===== src/rtl/uart_bg_pkg.sv =====
package uart_bg_pkg;

    localparam int DIV_W  = 16;
    localparam int REG_W  = 8;
    localparam int TICK_W = REG_W + 1;

    localparam int OFF_DLL  = 0;
    localparam int OFF_DLM  = 1;
    localparam int OFF_LCR  = 3;
    localparam int OFF_MODE = 9;
    localparam int OFF_SCNT = 10;
    localparam int OFF_SPNT = 11;
    localparam int OFF_RFIX = 13;

    localparam int DLAB_BIT = 7;

    localparam logic [REG_W-1:0] SCNT_RST = 8'h00;
    localparam logic [REG_W-1:0] SPNT_RST = 8'hFF;

    localparam int X16_TICKS = 16;
    localparam int X4_TICKS  = 4;

    typedef enum logic [1:0] {
        SPD_X16  = 2'd0,
        SPD_RSVD = 2'd1,
        SPD_X4   = 2'd2,
        SPD_PROG = 2'd3
    } speed_e;

    typedef struct packed {
        logic [DIV_W-1:0]  div;
        logic [TICK_W-1:0] tpb;
        logic [TICK_W-1:0] smp_idx;
    } timing_cfg_t;

    function automatic timing_cfg_t derive_timing(
        input logic [DIV_W-1:0] dl,
        input speed_e           mode,
        input logic [REG_W-1:0] scnt,
        input logic [REG_W-1:0] spnt
    );
        timing_cfg_t r;
        r.div = (dl == '0) ? DIV_W'(1) : dl;
        case (mode)
            SPD_X4: begin
                r.tpb     = TICK_W'(X4_TICKS);
                r.smp_idx = TICK_W'((X4_TICKS - 2) / 2);
            end
            SPD_PROG: begin
                r.tpb     = {1'b0, scnt} + TICK_W'(1);
                r.smp_idx = {1'b0, spnt};
            end
            default: begin
                r.tpb     = TICK_W'(X16_TICKS);
                r.smp_idx = TICK_W'((X16_TICKS - 2) / 2);
            end
        endcase
        return r;
    endfunction

endpackage


===== src/rtl/uart_bg_regs.sv =====
module uart_bg_regs
    import uart_bg_pkg::*;
#(
    parameter int               ADDR_W  = 6,
    parameter logic [DIV_W-1:0] DIV_RST = 16'h0001
) (
    input  logic                 clk,
    input  logic                 rst,
    input  logic                 bus_wr,
    input  logic [ADDR_W-1:0]    bus_addr,
    input  logic [REG_W-1:0]     bus_wdata,
    output logic [REG_W-1:0]     bus_rdata,
    output timing_cfg_t          cfg,
    output logic                 restart
);
    localparam int OFF_W = ADDR_W - 2;

    logic [REG_W-1:0] lcr_q;
    logic [DIV_W-1:0] dl_q;
    speed_e           mode_q;
    logic [REG_W-1:0] scnt_q;
    logic [REG_W-1:0] spnt_q;
    logic             rfix_q;

    logic             aligned;
    logic [OFF_W-1:0] off;
    logic             dlab;

    assign aligned = (bus_addr[1:0] == 2'b00);
    assign off     = bus_addr[ADDR_W-1:2];
    assign dlab    = lcr_q[DLAB_BIT];

    logic hit_dll, hit_dlm, hit_lcr, hit_mode, hit_scnt, hit_spnt, hit_rfix;
    assign hit_dll  = aligned && (off == OFF_W'(OFF_DLL));
    assign hit_dlm  = aligned && (off == OFF_W'(OFF_DLM));
    assign hit_lcr  = aligned && (off == OFF_W'(OFF_LCR));
    assign hit_mode = aligned && (off == OFF_W'(OFF_MODE));
    assign hit_scnt = aligned && (off == OFF_W'(OFF_SCNT));
    assign hit_spnt = aligned && (off == OFF_W'(OFF_SPNT));
    assign hit_rfix = aligned && (off == OFF_W'(OFF_RFIX));

    logic wr_dll, wr_dlm, wr_lcr, wr_mode, wr_scnt, wr_spnt, wr_rfix;
    assign wr_dll  = bus_wr && hit_dll && dlab;
    assign wr_dlm  = bus_wr && hit_dlm && dlab;
    assign wr_lcr  = bus_wr && hit_lcr;
    assign wr_mode = bus_wr && hit_mode;
    assign wr_scnt = bus_wr && hit_scnt;
    assign wr_spnt = bus_wr && hit_spnt;
    assign wr_rfix = bus_wr && hit_rfix;

    // Only writes that change the tick length or the bit length restart the chains
    assign restart = wr_dll || wr_dlm || wr_mode || wr_scnt;

    always_ff @(posedge clk) begin
        if (rst) begin
            lcr_q  <= '0;
            dl_q   <= DIV_RST;
            mode_q <= SPD_X16;
            scnt_q <= SCNT_RST;
            spnt_q <= SPNT_RST;
            rfix_q <= 1'b0;
        end else begin
            if (wr_lcr)  lcr_q                   <= bus_wdata;
            if (wr_dll)  dl_q[REG_W-1:0]         <= bus_wdata;
            if (wr_dlm)  dl_q[DIV_W-1:REG_W]     <= bus_wdata;
            if (wr_mode) mode_q                  <= speed_e'(bus_wdata[1:0]);
            if (wr_scnt) scnt_q                  <= bus_wdata;
            if (wr_spnt) spnt_q                  <= bus_wdata;
            if (wr_rfix) rfix_q                  <= bus_wdata[0];
        end
    end

    always_comb begin
        bus_rdata = '0;
        if (hit_dll && dlab)  bus_rdata = dl_q[REG_W-1:0];
        if (hit_dlm && dlab)  bus_rdata = dl_q[DIV_W-1:REG_W];
        if (hit_lcr)          bus_rdata = lcr_q;
        if (hit_mode)         bus_rdata = {{(REG_W-2){1'b0}}, mode_q};
        if (hit_scnt)         bus_rdata = scnt_q;
        if (hit_spnt)         bus_rdata = spnt_q;
        if (hit_rfix)         bus_rdata = {{(REG_W-1){1'b0}}, rfix_q};
    end

    assign cfg = derive_timing(dl_q, mode_q, scnt_q, spnt_q);

    // divisor untouched by writes at its offsets while access is off
    assert_dl_hold_R2: assert property (@(posedge clk) disable iff (rst)
        (bus_wr && (hit_dll || hit_dlm) && !dlab) |=> $stable(dl_q));

    // reset values present on the first cycle out of reset
    assert_reset_vals_R1: assert property (@(posedge clk) disable iff (rst)
        $fell(rst) |-> (scnt_q == SCNT_RST && spnt_q == SPNT_RST &&
                        mode_q == SPD_X16 && dl_q == DIV_RST));

endmodule


===== src/rtl/uart_bg_tick_chain.sv =====
module uart_bg_tick_chain
    import uart_bg_pkg::*;
#(
    parameter bit SAMPLE_EVT = 1'b0
) (
    input  logic        clk,
    input  logic        rst,
    input  logic        clear,
    input  timing_cfg_t cfg,
    output logic        tick,
    output logic        evt
);
    logic [DIV_W-1:0]  pre_q;
    logic [TICK_W-1:0] tk_q;
    logic              last_tick;

    assign tick      = (pre_q == cfg.div - DIV_W'(1));
    assign last_tick = (tk_q == cfg.tpb - TICK_W'(1));

    always_ff @(posedge clk) begin
        if (rst || clear) begin
            pre_q <= '0;
            tk_q  <= '0;
        end else if (tick) begin
            pre_q <= '0;
            tk_q  <= last_tick ? '0 : tk_q + TICK_W'(1);
        end else begin
            pre_q <= pre_q + DIV_W'(1);
        end
    end

    generate
        if (SAMPLE_EVT) begin : g_sample
            assign evt = tick && (tk_q == cfg.smp_idx);
        end else begin : g_bitend
            assign evt = tick && last_tick;
        end
    endgenerate

    // prescaler stays inside the effective divisor
    assert_pre_bound_R7: assert property (@(posedge clk) disable iff (rst)
        pre_q < cfg.div);

    // tick index stays inside the bit length
    assert_tick_bound_R5: assert property (@(posedge clk) disable iff (rst)
        tk_q < cfg.tpb);

    // strobes only ever land on a tick
    assert_evt_on_tick_R6: assert property (@(posedge clk) disable iff (rst)
        evt |-> tick);

    // after a restart the chain is at the start of a tick
    assert_restart_phase_R8: assert property (@(posedge clk) disable iff (rst)
        clear |=> (tick == (cfg.div == DIV_W'(1))));

endmodule


===== src/rtl/uart_os_baudgen.sv =====
module uart_os_baudgen
    import uart_bg_pkg::*;
#(
    parameter int ADDR_W = 6
) (
    input  logic              clk,
    input  logic              rst,
    input  logic              bus_wr,
    input  logic [ADDR_W-1:0] bus_addr,
    input  logic [7:0]        bus_wdata,
    output logic [7:0]        bus_rdata,
    input  logic              rx_line,
    input  logic              rx_idle,
    output logic              os_tick,
    output logic              tx_bit_tick,
    output logic              rx_os_tick,
    output logic              rx_sample
);
    localparam int N_CHAIN = 2;

    timing_cfg_t        cfg;
    logic               restart;
    logic               rx_prev_q;
    logic               start_fall;
    logic [N_CHAIN-1:0] clr_v;
    logic [N_CHAIN-1:0] tick_v;
    logic [N_CHAIN-1:0] evt_v;

    uart_bg_regs #(.ADDR_W(ADDR_W)) u_regs (
        .clk       (clk),
        .rst       (rst),
        .bus_wr    (bus_wr),
        .bus_addr  (bus_addr),
        .bus_wdata (bus_wdata),
        .bus_rdata (bus_rdata),
        .cfg       (cfg),
        .restart   (restart)
    );

    always_ff @(posedge clk) begin
        if (rst) rx_prev_q <= 1'b1;
        else     rx_prev_q <= rx_line;
    end

    assign start_fall = rx_idle && rx_prev_q && !rx_line;

    assign clr_v[0] = restart;
    assign clr_v[1] = restart || start_fall;

    generate
        for (genvar g = 0; g < N_CHAIN; g++) begin : g_chain
            uart_bg_tick_chain #(.SAMPLE_EVT(g == 1)) u_chain (
                .clk   (clk),
                .rst   (rst),
                .clear (clr_v[g]),
                .cfg   (cfg),
                .tick  (tick_v[g]),
                .evt   (evt_v[g])
            );
        end
    endgenerate

    assign os_tick     = tick_v[0];
    assign tx_bit_tick = evt_v[0];
    assign rx_os_tick  = tick_v[1];
    assign rx_sample   = evt_v[1];

    // a configuration restart aligns both chains
    assert_chains_aligned_R8: assert property (@(posedge clk) disable iff (rst)
        restart |=> (os_tick == rx_os_tick));

endmodule


===== config.mk =====
export PLATFORM = sky130hd
export DESIGN_NAME = uart_os_baudgen
export DESIGN_NICKNAME = d
export VERILOG_FILES = /design/src/rtl/uart_bg_pkg.sv /design/src/rtl/uart_bg_regs.sv /design/src/rtl/uart_bg_tick_chain.sv /design/src/rtl/uart_os_baudgen.sv
export SDC_FILE = /design/constraint.sdc
export NUM_CORES = 1
export LEC_CHECK = 0
export BUFFER_PORTS_ARGS = -buffer_cell sky130_fd_sc_hd__buf_2
export CAP_MARGIN = 20
export CORE_ASPECT_RATIO = 1.2
export CORE_MARGIN = 10
export CORE_UTILIZATION = 55
export DETAILED_ROUTE_END_ITERATION = 6
export PLACE_DENSITY = 0.82
export SLEW_MARGIN = 30
export SYNTH_ARGS = -nofsm -noshare
export SYNTH_HDL_FRONTEND = slang
export SYNTH_SLANG_ARGS = --single-unit

===== constraint.sdc =====
create_clock -name clk -period 5.1 [get_ports clk]
set_input_delay 1.275 -clock clk [delete_from_list [all_inputs] [get_ports clk]]
set_output_delay 1.275 -clock clk [all_outputs]
set_load 0.01 [all_outputs]

==> results of run 1 <==
-- stage by stage --
| step | area [um2] | total power (W) | util [%] |
|---|---|---|---|
| 6_report | 7210 | 0.00153 | 62.6 |
| 5_1_grt | 7210 | 0.00158 | 62.6 |
| 4_1_cts | 7130 | 0.00154 | 62.0 |
| 3_5_place_dp | 6800 | 0.000828 | 59.1 |
| 3_3_place_gp | 6800 | 0.000827 | 59.1 |
| 2_1_floorplan | 6440 | 0.000801 | - |
-- final cells by class --
cell class / count / area (um2)
multi-input combinational: 681 / 4380
fill: 1048 / 4300
sequential: 94 / 1880
timing repair buffer: 61 / 383
clock buffer: 9 / 225
tap: 157 / 196
clock inverter: 7 / 87.6
inverter: 16 / 60.1
-- critical path: stages, from the launching register on --
cell,delay [ps]
sky130_fd_sc_hd__dfxtp_2,370
sky130_fd_sc_hd__or4_4,530
sky130_fd_sc_hd__nor3_4,220
sky130_fd_sc_hd__a21oi_1,140
sky130_fd_sc_hd__ha_2,270
sky130_fd_sc_hd__xnor2_1,150
sky130_fd_sc_hd__a21o_1,180
sky130_fd_sc_hd__o21ai_1,190
sky130_fd_sc_hd__and3_1,190
sky130_fd_sc_hd__nand3_1,80
sky130_fd_sc_hd__or4_4,630
sky130_fd_sc_hd__inv_1,160
sky130_fd_sc_hd__buf_2,150
-- kinds of logic after synthesis --
group,after synthesis,share of synthesized area [%]
buf+inv,66,4.06
flops,94,29.2
mux,16,2.53
fa+ha+maj,7,1.36
xor+xnor,88,13.5
simple gates,404,32.3
compound gates,166,17.1
-- worst paths after layout --
kind / startpoint / endpoint / depth (start not counted)
max: u_regs.dl_q[6] / rx_os_tick / 12
min: u_regs.lcr_q[6] / u_regs.lcr_q[6] / 2
max reg2reg: u_regs.dl_q[0] / g_chain[1].u_chain.tk_q[3] / 13
min reg2reg: u_regs.lcr_q[6] / u_regs.lcr_q[6] / 2
-- timing repair --
item,CTS,global route
gates resized for setup,3,13
setup buffers,0,2
hold buffers,0,0
setup endpoints to repair,3,4
pin swaps,0,4
-- metal layers --
| layer | global-route usage [%] | wire length, um |
|---|---|---|
| met1 | 27.2 | 7690 |
| met2 | 38.2 | 9270 |
| met3 | 3.42 | 1190 |
| met4 | 8.37 | 593 |
| met5 | 0 | 0 |
-- report_power, final --
group,total (W),internal [W],switching [W],leakage [nW]
registers,0.000748,0.000739,0.00000919,0.760
clock network,0.000720,0.000393,0.000327,0.154
logic,0.0000638,0.0000232,0.0000407,1.79
-- cells in the mapped netlist, types with 3 or more instances --
library cell / number / share of area, %
sky130_fd_sc_hd__or2_2: 8 / 0.78
sky130_fd_sc_hd__mux2i_1: 14 / 2.2
sky130_fd_sc_hd__a21oi_1: 54 / 4.2
sky130_fd_sc_hd__a21o_1: 4 / 0.47
sky130_fd_sc_hd__a221oi_1: 8 / 1.1
sky130_fd_sc_hd__nand2_1: 100 / 5.8
sky130_fd_sc_hd__dfxtp_1: 94 / 29
sky130_fd_sc_hd__inv_1: 16 / 0.93
sky130_fd_sc_hd__ha_1: 7 / 1.4
sky130_fd_sc_hd__xor2_1: 33 / 4.5
sky130_fd_sc_hd__o21a_1: 7 / 0.82
sky130_fd_sc_hd__nand3_1: 60 / 4.7
sky130_fd_sc_hd__nand2b_1: 6 / 0.58
sky130_fd_sc_hd__nor3b_1: 5 / 0.58
sky130_fd_sc_hd__xnor2_1: 48 / 6.5
sky130_fd_sc_hd__and3_1: 17 / 1.7
sky130_fd_sc_hd__clkbuf_1: 44 / 2.6
sky130_fd_sc_hd__a31oi_1: 6 / 0.58
sky130_fd_sc_hd__nand3b_1: 12 / 1.4
sky130_fd_sc_hd__nor3_1: 24 / 1.9
sky130_fd_sc_hd__xnor3_1: 7 / 2.4
sky130_fd_sc_hd__or4_4: 3 / 0.52
sky130_fd_sc_hd__or4_1: 4 / 0.47
sky130_fd_sc_hd__nor2_1: 86 / 5.0
sky130_fd_sc_hd__o21ai_0: 38 / 3.0
sky130_fd_sc_hd__o211ai_1: 4 / 0.47
sky130_fd_sc_hd__buf_2: 4 / 0.31
sky130_fd_sc_hd__and4_1: 4 / 0.54
sky130_fd_sc_hd__o2111ai_1: 7 / 0.95
sky130_fd_sc_hd__nor4_1: 14 / 1.4
sky130_fd_sc_hd__and2_1: 7 / 0.68
sky130_fd_sc_hd__nor2b_1: 4 / 0.39
sky130_fd_sc_hd__o32ai_1: 3 / 0.41
sky130_fd_sc_hd__or3_1: 18 / 1.7
sky130_fd_sc_hd__nand4_1: 20 / 1.9
-- registers in the layout, indices dropped and copies added (netlist names) --
register	cells
g_chain.u_chain.pre_q	32
u_regs.spnt_q	8
u_regs.dl_q	16
g_chain.u_chain.tk_q	18
u_regs.mode_q	2
u_regs.scnt_q	8
u_regs.lcr_q	8
u_regs.rfix_q	1
rx_prev_q	1
==> reports/results.md, run 1 <==
| Result | Reported |
|:---|:---|
| Status | completed |
| Overall Global Routing Usage | 22.2% |
| Pre-CTS WS | 171 ps |
| Total number of nets in the final design | 889 |
| Remaining global-route overflow | 0 |
| Worst-Margin Slew | 907 ps |
| Largest fanout of any net on the critical path | 6 |
| Data arrival time of the critical path | 3610 ps |
| Average footprint of a synthesized cell | 7.66 um2 |
| Commonest non-fill, non-tap cell in the layout | sky130_fd_sc_hd__nand2_1 |
| Maximum clock insertion buffer count | 2 |
| Vias per cell | 6.21 |
| Root buf cell | sky130_fd_sc_hd__clkbuf_16 |
| Cell area power density | 212 nW/um2 |
| Post-synthesis cell type count | 71 |
| Top library cells by usage in the layout, fill and taps aside | sky130_fd_sc_hd__nand2_1 (100), sky130_fd_sc_hd__dfxtp_1 (92), sky130_fd_sc_hd__nor2_1 (86) |
| Cell Rows | 43 |
| Final max-slew violation count | 0 |
| Max capacitance violation total | 0 |
| CTS tree | built |
| Initial DRC count | 489 |
| Fraction of layout instances using a drive strength above 1 | 13.0% |
| Total via count after detailed routing | 6,365 |
| Fmax | 0.205 GHz |
| Category of the worst setup path capture point | output pin |
| Number of standard cells in the final layout excluding fillers | 1,025 |
| Seq cells post-synth | 94 |
| RSZ-0062 raised after global routing | false |
| Placed Instances | 1,007 |
| Floorplan Core Area | 11,500 um2 |
| Hold Vio Cnt, Final | 0 |
| Primary flip-flop cell chosen by synthesis mapping | sky130_fd_sc_hd__dfxtp_1 |
| Initial antenna violation count | 0 |
| Sinks on the clock net | 94 |
| WL/cell | 18.3 um |
| Final HPWL from detailed placement | 13.9 mm |
| Time the final worst path needs with I/O delays and setup | 4890 ps |
| Required time reported for the critical path endpoint | 3830 ps |
| Synth Net Count | 867 |
| Final hold slack | 459 ps |
| Combined area of all synthesized cells | 6440 um2 |
| IO Pins | 31 |
| Post-route setup slack | 213 ps |
| Clock skew after layout | 14.2 ps |
| Startpoint Class | register |
| Wire length of the first global-routing pass | 30.2 mm |
| Layout overhead on the synthesized area | 12.0% |
| Share of the yosys chip area belonging to registers | 29.2% |
| Number of buffers created by CTS | 9 |
| R2R setup slack | 1100 ps |
| Max-slew headroom at the worst pin | 39.1% |
| Drc violations | 0 |
| Horiz. Die Dim | 119 um |
| Pin count of the biggest net entering global routing | 46 |
| Diode count | 0 |
| Warnings, synthesis | 0 |
| Synthesized instance count | 841 |
| Port bufs | 30 |
| Classification of the worst-slack hold path | reg2reg |
| CTS H-Tree Depth | 3 |
| Effective utilization at floorplan | 55.9% |
| Worst ir drop on vdd | 0.170 mV |
| Clock-pin slew on the worst setup and hold paths | 70 ps |
| Final critical-path share of the clock period | 95.8% |
| Summed negative setup slack over all endpoints | 0 ps |
| Final RePlAce weighted congestion | 0.995 |
| Async set-or-reset flop fraction in the synthesized netlist | 0% |
| Detail Route Antenna Nets | 0 |
| Die Span Y | 139 um |
| Area of the die | 16,500 um2 |
| Vias in the first global route | 5,778 |
| Leakage component of the power | 2.70 nW |
| Clock insertion delay at the later pin of the skew report | 360 ps |
| Post-synth EDFFs | 0 |
| Final setup violating endpoints | 0 |
| Path type of the worst setup path | reg2out |
| Detailed-router iteration count before antenna repair | 6 |
| Sum of routed wire length over all layers | 18.7 mm |
No activity file was read; power rests on OpenSTA's default activity.
==> run 2, diff against run 1 <==
--- a/config.mk
+++ b/config.mk
@@ -9,9 +9,10 @@
 export CAP_MARGIN = 20
 export CORE_ASPECT_RATIO = 1.2
 export CORE_MARGIN = 10
-export CORE_UTILIZATION = 55
+export CORE_UTILIZATION = 63
+export CTS_CLUSTER_SIZE = 16
 export DETAILED_ROUTE_END_ITERATION = 6
-export PLACE_DENSITY = 0.82
+export PLACE_DENSITY = 0.91
 export SLEW_MARGIN = 30
 export SYNTH_ARGS = -nofsm -noshare
 export SYNTH_HDL_FRONTEND = slang
==> constraint.sdc (replaced) <==
create_clock -name clk -period 5.1 [get_ports clk]
set_input_delay 0.51 -clock clk [delete_from_list [all_inputs] [get_ports clk]]
set_output_delay 0.51 -clock clk [all_outputs]
set_load 0.01 [all_outputs]
==> reports/results.md, run 2 (synthesis results as in run 1) <==
| Result | Reported |
|:---|:---|
| Overall Global Routing Usage | 24.4% |
| Sinks on the clock net | 94 |
| Initial antenna violation count | 0 |
| CTS H-Tree Depth | 3 |
| Longest individual stage delay on the worst path | 670 ps |
| Diode count | 0 |
| Top library cells by usage in the layout, fill and taps aside | sky130_fd_sc_hd__nand2_1 (100), sky130_fd_sc_hd__dfxtp_1 (94), sky130_fd_sc_hd__nor2_1 (86) |
| Root buf cell | sky130_fd_sc_hd__clkbuf_16 |
| Clock skew after layout | 10.8 ps |
| Worst-path cell with the longest stage delay | sky130_fd_sc_hd__or4_4 |
| Port bufs | 30 |
| Final cell utilization of the core | 69.3% |
| Total number of nets in the final design | 866 |
| Die Span Y | 131 um |
| Cell Rows | 40 |
| Status | completed |
| Number of post-CTS setup repair buffers | 0 |
| Final critical-path share of the clock period | 95.8% |
| Final RePlAce weighted congestion | 0.995 |
| Hold path cells | 2 |
| Commonest non-fill, non-tap cell in the layout | sky130_fd_sc_hd__nand2_1 |
| Detailed-router iteration count before antenna repair | 5 |
| Required time reported for the critical path endpoint | 4590 ps |
| Final HPWL from detailed placement | 13.5 mm |
| Number of buffers created by CTS | 9 |
| Buffers & Inverters on Critical Path | 1 |
| Sum of routed wire length over all layers | 18.4 mm |
| Fmax | 0.205 GHz |
| R2R setup slack | 560 ps |
| Max-slew headroom at the worst pin | 35.2% |
| Cell area power density | 218 nW/um2 |
| Startpoint Class | register |
| Horiz. Die Dim | 112 um |
| Max FFs per register | 32 |
| Vias per cell | 6.56 |
| Crit path cell chain | or4_4 > nor3_1 > a21oi_1 > ha_1 > nand2b_1 > nor4_1 > xnor2_1 > xnor2_1 > a2111oi_4 > nand3_1 > nor4_1 > buf_2 |
| Data arrival time of the critical path | 4370 ps |
| PostCTS Resize Cnt | 0 |
| Area of the die | 14,700 um2 |
| Final max-slew violation count | 0 |
| Fraction of layout instances using a drive strength above 1 | 9.35% |
| Largest fanout of any net on the critical path | 12 |
| Floorplan Core Area | 10,000 um2 |
| Initial DRC count | 540 |
| Layout overhead on the synthesized area | 7.67% |
| Final setup violating endpoints | 0 |
| Pin count of the biggest net entering global routing | 46 |
| Clock-pin slew on the worst setup and hold paths | 70 ps |
| Hold Vio Cnt, Final | 0 |
| Vias in the first global route | 6,003 |
| Wire length of the first global-routing pass | 29.8 mm |
| Worst ir drop on vdd | 0.174 mV |
| Drc violations | 0 |
| Effective utilization at floorplan | 64.4% |
| Kind of cell adding the most delay to the critical path | simple AND/OR/NAND/NOR gates |
| Maximum clock insertion buffer count | 2 |
| IO Pins | 31 |
| Crit path depth | 12 |
| Largest reg by FF count | g_chain.u_chain.pre_q |
| Worst-Margin Slew | 965 ps |
| WL/cell | 19.0 um |
| Total via count after detailed routing | 6,366 |
| CTS tree | built |
| Registers with the most flip-flops | g_chain.u_chain.pre_q (32), g_chain.u_chain.tk_q (18), u_regs.dl_q (16) |
| Remaining global-route overflow | 0 |
| Quantity of hold-fixing buffers added after cts | 0 |
| Max capacitance violation total | 0 |
| Category of the worst setup path capture point | output pin |
| Leakage component of the power | 2.56 nW |
| Time the final worst path needs with I/O delays and setup | 4880 ps |
| Path type of the worst setup path | reg2out |
| Worst Reg2Reg Path Length in Cells | 12 |
| Design Power | 0.00151 W |
| Clock insertion delay at the later pin of the skew report | 360 ps |
| Detail Route Antenna Nets | 0 |
| Classification of the worst-slack hold path | in2reg |
[run 2: changes by cell type in the layout (fill, tap and decap cells not counted), moves of 2 or more]
cell / before / now
sky130_fd_sc_hd__buf_4: 31 / 8
sky130_fd_sc_hd__dfxtp_1: 92 / 94
sky130_fd_sc_hd__dfxtp_2: 2 / 0
sky130_fd_sc_hd__inv_6: 2 / 4
sky130_fd_sc_hd__inv_8: 2 / 0
sky130_fd_sc_hd__nor4_1: 11 / 14
sky130_fd_sc_hd__nor4_2: 4 / 1
sky130_fd_sc_hd__nor4b_2: 0 / 2
sky130_fd_sc_hd__nor4b_4: 3 / 1
[run 2: path summary, 6_finish.rpt]
check | to | start
min reg2reg | u_regs.lcr_q[6] | u_regs.lcr_q[6]
min | rx_prev_q | rx_line
max | tx_bit_tick | u_regs.dl_q[3]
max reg2reg | g_chain[1].u_chain.tk_q[7] | u_regs.dl_q[3]
[run 2: metrics by stage]
step / setup WS (ps) / area, um2 / setup TNS (ps) / instances / hold WS (ps)
finish: 216 / 6940 / 0 / 971 / 382
global route: -11.4 / 6940 / -11.4 / 971 / 381
CTS: 240 / 6910 / 0 / 971 / 372
detailed placement: 627 / 6610 / 0 / 955 / 447
global placement: 808 / 6610 / 0 / 955 / 444
floorplan: 977 / 6440 / 0 / 841 / 436
[run 2: worst register-to-register path, cell delays in order, from the launching register on]
cell and delay (ps):
sky130_fd_sc_hd__dfxtp_1 440, sky130_fd_sc_hd__or4_4 670, sky130_fd_sc_hd__nor3_1 400, sky130_fd_sc_hd__a21oi_1 170
sky130_fd_sc_hd__ha_1 350, sky130_fd_sc_hd__nand2b_1 230, sky130_fd_sc_hd__nor4_1 110, sky130_fd_sc_hd__xnor3_1 250
sky130_fd_sc_hd__or3b_2 450, sky130_fd_sc_hd__nor4_1 260, sky130_fd_sc_hd__o2111ai_2 420, sky130_fd_sc_hd__or3_1 480
sky130_fd_sc_hd__a21oi_1 220
[run 2: area by class of cell]
class	instances	area [um2]
multi-input combinational	681	4320
fill	796	3070
sequential	94	1880
clock buffer	10	229
timing repair buffer	38	210
tap	126	158
clock inverter	6	73.8
inverter	16	60.1
[run 2: report_power, final]
part | leakage, nW | switching (W) | internal, W
Clock | 0.148 | 0.000311 | 0.000388
Sequential | 0.759 | 0.00000910 | 0.000739
Combinational | 1.65 | 0.0000413 | 0.0000226
Total | 2.56 | 0.000361 | 0.00115
[run 2: layer usage]
layer	global-route usage (%)	vias to the layer above	part of all wire, %
li1	-	3016	-
met1	28.2	2941	40
met2	42.2	319	47
met3	3.92	90	7.4
met4	14.1	0	6.1
met5	0	-	0
==> run 3, diff against run 2 <==
--- a/config.mk
+++ b/config.mk
@@ -9,10 +9,11 @@
 export CAP_MARGIN = 20
 export CORE_ASPECT_RATIO = 1.2
 export CORE_MARGIN = 10
-export CORE_UTILIZATION = 63
+export CORE_UTILIZATION = 50
 export CTS_CLUSTER_SIZE = 16
 export DETAILED_ROUTE_END_ITERATION = 6
-export PLACE_DENSITY = 0.91
+export PLACE_DENSITY = 0.76
+export REMOVE_ABC_BUFFERS = 1
 export SLEW_MARGIN = 30
 export SYNTH_ARGS = -nofsm -noshare
 export SYNTH_HDL_FRONTEND = slang
==> reports/results.md, run 3 (synthesis results as in run 1) <==
| Result | Reported |
|:---|:---|
| FF-to-FF End | g_chain[1].u_chain.pre_q[14] |
| Overall Global Routing Usage | 21.2% |
| Cell Rows | 45 |
| Max FFs per register | 32 |
| Maximum clock insertion buffer count | 2 |
| Cell area power density | 209 nW/um2 |
| Worst Reg2Reg Path Length in Cells | 12 |
| Data arrival time of the critical path | 4320 ps |
| Hold Vio Cnt, Final | 0 |
| Final max-slew violation count | 0 |
| Fmax | 0.207 GHz |
| Classification of the worst-slack hold path | in2reg |
| IO Pins | 31 |
| Clock insertion delay at the later pin of the skew report | 350 ps |
| Pin count of the biggest net entering global routing | 46 |
| Vias per cell | 6.21 |
| Registers with the most flip-flops | g_chain.u_chain.pre_q (32), g_chain.u_chain.tk_q (18), u_regs.dl_q (16) |
| PostCTS Resize Cnt | 0 |
| Wire length of the first global-routing pass | 30.3 mm |
| Detailed-router iteration count before antenna repair | 5 |
| Final critical-path share of the clock period | 94.6% |
| Worst-Margin Slew | 852 ps |
| Floorplan Core Area | 12,600 um2 |
| Status | completed |
| Sinks on the clock net | 94 |
| Required time reported for the critical path endpoint | 4590 ps |
| Total via count after detailed routing | 6,261 |
| Area of the die | 17,800 um2 |
| Top library cells by usage in the layout, fill and taps aside | sky130_fd_sc_hd__nand2_1 (100), sky130_fd_sc_hd__dfxtp_1 (94), sky130_fd_sc_hd__nor2_1 (86) |
| Launch instance of the worst register-to-register path | u_regs.dl_q[3] |
| Clock skew after layout | 9.83 ps |
| RSZ-0062 raised after global routing | false |
| Largest reg by FF count | g_chain.u_chain.pre_q |
| Max capacitance violation total | 0 |
| Layout overhead on the synthesized area | 7.87% |
| Category of the worst setup path capture point | output pin |
| Max-slew headroom at the worst pin | 42.8% |
| CTS H-Tree Depth | 3 |
| Area post-placement | 6660 um2 |
| Final RePlAce weighted congestion | 0.969 |
| Startpoint Class | register |
| Final cell area excluding filler cells | 6950 um2 |
| Sum of routed wire length over all layers | 18.6 mm |
| Diode count | 0 |
| Final setup violating endpoints | 0 |
| Total number of nets in the final design | 866 |
| Fill cell count | 1,235 |
| Final HPWL from detailed placement | 13.8 mm |
| WL/cell | 18.4 um |
| CTS tree | built |
| Time the final worst path needs with I/O delays and setup | 4830 ps |
| Commonest non-fill, non-tap cell in the layout | sky130_fd_sc_hd__nand2_1 |
| Path type of the worst setup path | reg2out |
| Vias in the first global route | 5,846 |
| Summed negative setup slack over all endpoints | 0 ps |
| Effective utilization at floorplan | 51.1% |
| Drc violations | 0 |
| Initial antenna violation count | 0 |
| Worst ir drop on vdd | 0.134 mV |
| Root buf cell | sky130_fd_sc_hd__clkbuf_16 |
| Leakage component of the power | 2.54 nW |
| Capture point of the worst path | rx_os_tick |
| Fraction of layout instances using a drive strength above 1 | 9.48% |
| Largest fanout of any net on the critical path | 12 |
| Start point of the critical path | u_regs.dl_q[3] |
| Clock-pin slew on the worst setup and hold paths | 70 ps |
| Detail Route Antenna Nets | 0 |
| Initial DRC count | 535 |
| Die Span Y | 144 um |
| Remaining global-route overflow | 0 |
| Quantity of hold-fixing buffers added after cts | 0 |
| Number of post-CTS setup repair buffers | 0 |
| Horiz. Die Dim | 124 um |
| R2R setup slack | 690 ps |
| Number of buffers created by CTS | 9 |
| Port bufs | 30 |
-- run 3: changes by cell type in the layout (fill, tap and decap cells not counted), sizes merged --
| cell | previous run | this run |
|---|---|---|
| inv | 20 | 19 |
| clkinvlp | 0 | 2 |
| bufinv | 1 | 0 |
| clkinv | 1 | 0 |
-- run 3: how the worst min path moves through the flow --
stage | from | endpoint | slack, ps | depth (start not counted)
finish | rx_line | rx_prev_q | 370 | 2
global route | rx_line | rx_prev_q | 360 | 2
CTS | rx_line | rx_prev_q | 360 | 2
detailed placement | u_regs.lcr_q[2] | u_regs.lcr_q[2] | 450 | 2
global placement | u_regs.lcr_q[3] | u_regs.lcr_q[3] | 440 | 2
floorplan | u_regs.lcr_q[0] | u_regs.lcr_q[0] | 430 | 2
-- run 3: layout make-up --
type	instances	area, um2	share of cell area (%)
clock inverters	5	41.3	0.594
clock buffers	10	229	3.30
well taps	164	205	2.95
flip-flops and latches	94	1880	27.1
multi-input cells	681	4320	62.2
inverters	16	60.1	0.864
repair buffers	38	210	3.03
-- run 3: per-layer routing --
| layer | GRT usage [%] | vias to the layer above | wire (um) |
|---|---|---|---|
| met5 | 0 | - | 0 |
| met4 | 11.2 | 0 | 838 |
| met3 | 3.16 | 54 | 886 |
| met2 | 35.9 | 188 | 9270 |
| met1 | 25.2 | 2993 | 7570 |
| li1 | - | 3026 | - |
-- run 3: through the flow --
stage | utilization [%] | std cells | total power (W) | hold slack, ps | setup slack (ps)
floorplan | - | 791 | 0.000792 | 430 | 1180
global placement | 52.8 | 993 | 0.000827 | 443 | 810
detailed placement | 52.8 | 993 | 0.000828 | 447 | 690
CTS | 55.0 | 1008 | 0.00146 | 363 | 343
global route | 55.1 | 1008 | 0.00150 | 361 | 11.3
finish | 55.1 | 1008 | 0.00145 | 368 | 274
-- run 3: power by group --
| group | switching (W) | leakage [nW] | total [W] | internal [W] |
|---|---|---|---|---|
| Combinational | 0.0000412 | 1.65 | 0.0000644 | 0.0000232 |
| Clock | 0.000305 | 0.126 | 0.000639 | 0.000334 |
| Sequential | 0.00000862 | 0.759 | 0.000748 | 0.000739 |
-- run 3: worst max-delay path: stages (launching register included) --
cell and delay, ps:
sky130_fd_sc_hd__dfxtp_1 430, sky130_fd_sc_hd__or4_4 670, sky130_fd_sc_hd__nor3_1 360, sky130_fd_sc_hd__a21oi_1 170, sky130_fd_sc_hd__ha_1 350, sky130_fd_sc_hd__xnor2_1 170, sky130_fd_sc_hd__a21o_1 180, sky130_fd_sc_hd__o21ai_0 390
sky130_fd_sc_hd__and3_1 240, sky130_fd_sc_hd__nand3_1 70, sky130_fd_sc_hd__or4_4 630, sky130_fd_sc_hd__inv_1 160, sky130_fd_sc_hd__buf_2 150
